[src/rtl/sclk_pkg.sv]
package sclk_pkg;
  typedef enum logic {
    PH_IDLE   = 1'b0,
    PH_ACTIVE = 1'b1
  } sclk_phase_e;
endpackage

[src/rtl/sclk_cfg_shadow.sv]
module sclk_cfg_shadow #(
  parameter int PRE_W  = 8,
  parameter int RATE_W = 8,
  localparam int HP_W  = PRE_W - 1
) (
  input  logic              clk,
  input  logic              rst,
  input  logic              load_div,
  input  logic              load_pol,
  input  logic              idle_hi,
  input  logic [PRE_W-1:0]  prescale_in,
  input  logic [RATE_W-1:0] rate_in,
  output logic [HP_W-1:0]   half_pre_q,
  output logic [RATE_W-1:0] rate_q,
  output logic              pol_q
);
  logic [HP_W-1:0] half_pre_n;

  // Halved prescale: drop bit 0, clamp to at least one (P >= 2).
  always_comb begin
    half_pre_n = prescale_in[PRE_W-1:1];
    if (half_pre_n == '0) half_pre_n = HP_W'(1);
  end

  always_ff @(posedge clk) begin
    if (rst || load_div) begin
      half_pre_q <= half_pre_n;
      rate_q     <= rate_in;
    end
  end

  always_ff @(posedge clk) begin
    if (rst)           pol_q <= 1'b0;
    else if (load_pol) pol_q <= idle_hi;
  end
endmodule

[src/rtl/sclk_prescaler.sv]
module sclk_prescaler #(
  parameter int HP_W = 7
) (
  input  logic            clk,
  input  logic            rst,
  input  logic            run,
  input  logic [HP_W-1:0] half_pre,
  output logic            tick
);
  logic [HP_W-1:0] cnt_q;
  logic            at_end;

  assign at_end = (cnt_q == half_pre - HP_W'(1));
  assign tick   = run && at_end;

  always_ff @(posedge clk) begin
    if (rst || !run) cnt_q <= '0;
    else if (at_end) cnt_q <= '0;
    else             cnt_q <= cnt_q + HP_W'(1);
  end
endmodule

[src/rtl/sclk_rate_div.sv]
module sclk_rate_div #(
  parameter int RATE_W = 8
) (
  input  logic              clk,
  input  logic              rst,
  input  logic              run,
  input  logic              tick,
  input  logic [RATE_W-1:0] rate,
  output logic              toggle
);
  logic [RATE_W-1:0] cnt_q;
  logic              at_end;

  assign at_end = (cnt_q == rate);
  assign toggle = tick && at_end;

  always_ff @(posedge clk) begin
    if (rst || !run)  cnt_q <= '0;
    else if (toggle)  cnt_q <= '0;
    else if (tick)    cnt_q <= cnt_q + RATE_W'(1);
  end
endmodule

[src/rtl/sclk_rate_gen.sv]
module sclk_rate_gen #(
  parameter int PRE_W  = 8,
  parameter int RATE_W = 8
) (
  input  logic              clk,
  input  logic              rst,
  input  logic              en,
  input  logic              idle_hi,
  input  logic [PRE_W-1:0]  prescale_in,
  input  logic [RATE_W-1:0] rate_in,
  output logic              sclk,
  output logic              lead_stb,
  output logic              trail_stb
);
  import sclk_pkg::*;
  localparam int HP_W = PRE_W - 1;

  logic [HP_W-1:0]   half_pre_act;
  logic [RATE_W-1:0] rate_act;
  logic              pol_act;
  logic              pre_tick;
  logic              toggle;
  logic              trail_now;
  sclk_phase_e       phase_q;

  assign trail_now = toggle && (phase_q == PH_ACTIVE);

  sclk_cfg_shadow #(.PRE_W(PRE_W), .RATE_W(RATE_W)) u_cfg (
    .clk        (clk),
    .rst        (rst),
    .load_div   (!en || trail_now),
    .load_pol   (!en),
    .idle_hi    (idle_hi),
    .prescale_in(prescale_in),
    .rate_in    (rate_in),
    .half_pre_q (half_pre_act),
    .rate_q     (rate_act),
    .pol_q      (pol_act)
  );

  sclk_prescaler #(.HP_W(HP_W)) u_pre (
    .clk     (clk),
    .rst     (rst),
    .run     (en),
    .half_pre(half_pre_act),
    .tick    (pre_tick)
  );

  sclk_rate_div #(.RATE_W(RATE_W)) u_rate (
    .clk   (clk),
    .rst   (rst),
    .run   (en),
    .tick  (pre_tick),
    .rate  (rate_act),
    .toggle(toggle)
  );

  always_ff @(posedge clk) begin
    if (rst) begin
      phase_q   <= PH_IDLE;
      sclk      <= 1'b0;
      lead_stb  <= 1'b0;
      trail_stb <= 1'b0;
    end else if (!en) begin
      phase_q   <= PH_IDLE;
      sclk      <= idle_hi;
      lead_stb  <= 1'b0;
      trail_stb <= 1'b0;
    end else begin
      lead_stb  <= toggle && (phase_q == PH_IDLE);
      trail_stb <= trail_now;
      if (toggle) begin
        sclk    <= ~sclk;
        phase_q <= (phase_q == PH_IDLE) ? PH_ACTIVE : PH_IDLE;
      end
    end
  end
endmodule

[config.mk]
export PLATFORM = sky130hd
export DESIGN_NAME = sclk_rate_gen
export DESIGN_NICKNAME = d
export VERILOG_FILES = /design/src/rtl/sclk_pkg.sv /design/src/rtl/sclk_cfg_shadow.sv /design/src/rtl/sclk_prescaler.sv /design/src/rtl/sclk_rate_div.sv /design/src/rtl/sclk_rate_gen.sv
export SDC_FILE = /design/constraint.sdc
export NUM_CORES = 1
export LEC_CHECK = 0
export BUFFER_PORTS_ARGS = -buffer_cell sky130_fd_sc_hd__buf_2
export CAP_MARGIN = 20
export CORE_ASPECT_RATIO = 2
export CORE_MARGIN = 2
export CORE_UTILIZATION = 35
export DETAILED_ROUTE_END_ITERATION = 10
export GPL_TIMING_DRIVEN = 0
export PLACE_DENSITY_LB_ADDON = 0.3
export REMOVE_ABC_BUFFERS = 1
export SLEW_MARGIN = 40
export SYNTH_ARGS = -nofsm -noshare
export SYNTH_HDL_FRONTEND = slang
export SYNTH_SLANG_ARGS = --single-unit
export TNS_END_PERCENT = 100
[constraint.sdc]
create_clock -name clk -period 4.75 [get_ports clk]
set_input_delay 0.7125 -clock clk [delete_from_list [all_inputs] [get_ports clk]]
set_output_delay 0.7125 -clock clk [all_outputs]
set_load 0.05 [all_outputs]
==> flow_results.org <==
** Run status
- Result of the run :: finished, final reports clean

** Synth
- Average size of a mapped cell :: 10.5 µm²
- Distinct cell type count of the synthesized netlist :: 35
- In this run, synthesis inferred 15 flip-flops with an integrated enable.
- The share of synthesized area in the top cell type comes to 0.281.
- Counting flops and latches in the post-synthesis netlist gives 34.
- For this run, the number of Yosys warnings is 0.
- Main area contributors after synthesis :: sky130_fd_sc_hd__edfxtp_1 28%, sky130_fd_sc_hd__dfxtp_1 24%, sky130_fd_sc_hd__xor2_1 7.7%, sky130_fd_sc_hd__xnor2_1 4.4%, sky130_fd_sc_hd__a21oi_1 2.8%
- Top_reg_cell synth :: sky130_fd_sc_hd__dfxtp_1
- Gate count after technology mapping :: 153
- Counting flops with an async set or reset pin after synthesis yields a share of 0.
- The cell area that synthesis handed to floorplanning was 0.00160 mm².
- Of the synthesized area, sequential elements account for 0.518.
- The largest total area in the synthesized netlist belongs to sky130_fd_sc_hd__edfxtp_1.

** Drt
- The pre-antenna-repair detailed-routing pass consisted of 4 iterations.
- DRC violations left :: 0
- DR WL/cell :: 13.7 µm
- After detailed routing, the total wire length is 3.13 mm.
- Via density :: 5.14
- Detailed routing inserted a total of 1,171 vias.
- The first routing iteration left 21 violations.
- Post-detailed-route count of antenna-violating nets :: 0

** Cells and area
- Antenna fix cells :: 0
- The multi-input combinational cells in the finished layout cover a total of 722 µm².
- The finished cells cover 0.00183 mm².
- From synthesis to final layout, the design area changed by 14.1%.
- Fill cell total of the finished layout :: 435
- Sequential cell area :: 831 µm²
- For this run, the post-layout net count is 196.
- Share of final-layout standard cells stronger than drive strength 1 :: 0.207

** STA
- Setup violations remaining at the end of the flow were counted as 0.
- In the finished design, the share of the clock period the worst path needs comes to 0.630.
- Peak Freq :: 334 MHz
- In the final timing run, aggregate negative setup slack is 0 ns.
- The number of max-slew violations in the final report was 0.
- Clock skew after layout :: 0.00850 ns
- The final count of hold timing violations is 0.
- Setup repair after global routing left no endpoint under its margin.
- The worst path meets setup with 1.76 ns of slack.
- Time the final worst path needs with I/O delays and setup :: 2.99 ns
- In this run the tightest slew margin relative to its limit is 0.588.
- Worst hold slack across all endpoints :: 0.494 ns
- Slew at the pin with the worst max-slew slack :: 0.617 ns

** Floorplanning
- DIE AREA :: 0.00517 mm²
- Floorplan die width :: 51.9 µm
- Number of top-level design ports :: 23
- Measured along the y axis, the die boundary spans 99.7 µm.
- Core Rows :: 34
- The region available for standard cell placement spans 0.00438 mm².
- Initial standard-cell utilization of the core :: 0.366

** Worst hold path
- Min-Delay Startpoint :: u_pre.cnt_q[0]
- The tightest min-delay check is of the flop to flop type.

** Critical path
- Reg2Reg Launch Point :: u_cfg.half_pre_q[0]
- The slowest stage of the critical path is the sky130_fd_sc_hd__a21o_1 cell.
- In this run the worst path has a maximum fanout of 15.
- Walking the worst path, the cells encountered are inv_1, ha_1, nor3b_1, nand2_1, or2_2, a2111oi_2, a21o_1.
- Data arrival time of the worst path :: 2.91 ns
- R2R Path End :: u_cfg.half_pre_q[6]
- The most critical setup path has its startpoint at u_cfg.half_pre_q[0].
- Last element of the critical path :: u_cfg.half_pre_q[6]
- R2R cell count :: 7
- Worst Path Class, Setup :: flop to flop
- On the worst path, the slowest cell contributes a delay of 0.59 ns.
- Flop-to-flop setup slack :: 1.76 ns
- STA classifies the critical path endpoint as a flop.
- Req. time, crit path :: 4.67 ns
- Type of element launching the critical path :: flop

** Global routing
- The number of global-route vias before repair came to 1,200.
- Aggregate global-route resource usage :: 0.135
- The first global-routing pass estimated 5.17 mm of wire.
- Entering global routing, the biggest net connects 18 pins.
- GR Overflow Total :: 0
- Initial antenna violation count :: 0

** Placed design
- Post-DP HPWL :: 2.44 mm
- The congestion estimate from routability-driven global placement came to 0.801.
- Input and output buffers added on the ports amount to 21.
- Minimum setup slack after placement :: 1.72 ns
- Placed inst area :: 0.00174 mm²

** CTS
- Total of cells resized after clock tree synthesis :: 0
- Clock tree sinks :: 34
- Post-CTS Setup Bufs :: 0
- The H-tree generated during clock tree synthesis spans 2 levels.
- TritonCTS Buffers :: 5
- CTS clk-pin slew, worst paths :: 0.07 ns
- Number of hold buffers added after CTS :: 0
- TritonCTS built the clock tree.
- Maximum root-to-sink buffer count :: 2
- Root buffer cell :: sky130_fd_sc_hd__clkbuf_8
- The later pin in the worst-skew pair is clocked with a latency of 0.29 ns.

** Pwr
- In this run the power density over the cells is 319 mW/mm².
- IR analysis of the VDD net gives a maximum drop of 0.000172 V.
- Leakage Power :: 0.670 nW

** Flow run
- Max-cap violations in this run came to 0.
[registers in the layout, indices dropped and copies added, names as in the netlist]
name / count
lead_stb: 1
u_cfg.half_pre_q: 7
phase_q: 1
sclk: 1
trail_stb: 1
u_pre.cnt_q: 7
u_cfg.rate_q: 8
u_rate.cnt_q: 8
[layout by cell type, fill, tap and decap left out, drive strengths merged, types with 5 or more instances in the layout]
master,count
edfxtp,15
inv,5
xor2,14
xnor2,8
nand3,7
dfxtp,19
buf,21
nand2,9
or3,5
o21ai,5
nor2,11
a21oi,9
clkbuf,5
[logic make-up after synthesis]
logic type / share of synthesized area
AOI/OAI and AO/OA: 0.121
xor gates and xnor gates: 0.120
adders and majority gates: 0.0234
buffers and inverters: 0.0312
DFF: 0.518
and+or+nand+nor: 0.186
[per-stage QoR]
| step | total power [mW] | utilization | cells |
|---|---|---|---|
| 2_1_floorplan | 0.368 | - | 145 |
| 3_3_place_gp | 0.383 | 0.398 | 220 |
| 3_5_place_dp | 0.386 | 0.398 | 220 |
| 4_1_cts | 0.596 | 0.417 | 228 |
| 5_1_grt | 0.613 | 0.417 | 228 |
| 6_report | 0.584 | 0.417 | 228 |
[synth_stat cells (2+ instances only)]
cell type and count:
sky130_fd_sc_hd__nand3_1 7, sky130_fd_sc_hd__clkbuf_1 7, sky130_fd_sc_hd__inv_1 5, sky130_fd_sc_hd__ha_1 3, sky130_fd_sc_hd__a21oi_1 9, sky130_fd_sc_hd__dfxtp_1 19, sky130_fd_sc_hd__or2_2 3, sky130_fd_sc_hd__o31ai_1 3
sky130_fd_sc_hd__xnor2_1 8, sky130_fd_sc_hd__or4_1 2, sky130_fd_sc_hd__o21ai_0 3, sky130_fd_sc_hd__nand2_1 9, sky130_fd_sc_hd__a21o_1 2, sky130_fd_sc_hd__nand2b_1 3, sky130_fd_sc_hd__or3_1 5, sky130_fd_sc_hd__nor4_1 3
sky130_fd_sc_hd__nor3_1 3, sky130_fd_sc_hd__a2111oi_2 2, sky130_fd_sc_hd__o211ai_1 2, sky130_fd_sc_hd__xor2_1 14, sky130_fd_sc_hd__edfxtp_1 15, sky130_fd_sc_hd__and3_1 3, sky130_fd_sc_hd__nor2_1 11
[routing by layer]
metal,track usage,share of wire,vias to the layer above
li1,-,-,585
met1,0.125,0.36,554
met2,0.252,0.58,22
met3,0.0330,0.034,10
met4,0.0769,0.025,0
met5,0,0,-
[worst max-delay path: cells and delay by family, from the launching register on]
family                   cells  cell delay, ns
adder cells (fa/ha/maj)      1            0.20
AO/OA/AOI/OAI                2            1.09
buffers and inverters        1            0.08
flip-flops                   1            0.44
AND/OR/NAND/NOR              3            0.81
[power by group]
group	switching (mW)	leakage, nW	total [mW]	internal [mW]
Combinational	0.0266	0.322	0.0477	0.0211
Clock	0.105	0.0416	0.206	0.100
Sequential	0.0102	0.306	0.330	0.320
[how the worst min path moves through the flow]
stage,to,depth (start not counted)
6_report,u_pre.cnt_q[0],1
5_1_grt,u_pre.cnt_q[0],1
4_1_cts,u_pre.cnt_q[0],1
3_5_place_dp,u_pre.cnt_q[0],1
3_3_place_gp,u_pre.cnt_q[0],1
2_1_floorplan,u_pre.cnt_q[0],1
[final cells by class]
| cell class | count | area share |
|---|---|---|
| Sequential cell | 34 | 0.454 |
| Multi-Input combinational cell | 106 | 0.395 |
| Timing Repair Buffer | 21 | 0.0575 |
| Clock buffer | 5 | 0.0376 |
| Tap cell | 54 | 0.0369 |
| Inverter | 5 | 0.0103 |
| Clock inverter | 3 | 0.00889 |
No activity file was read; power rests on OpenSTA's default activity.
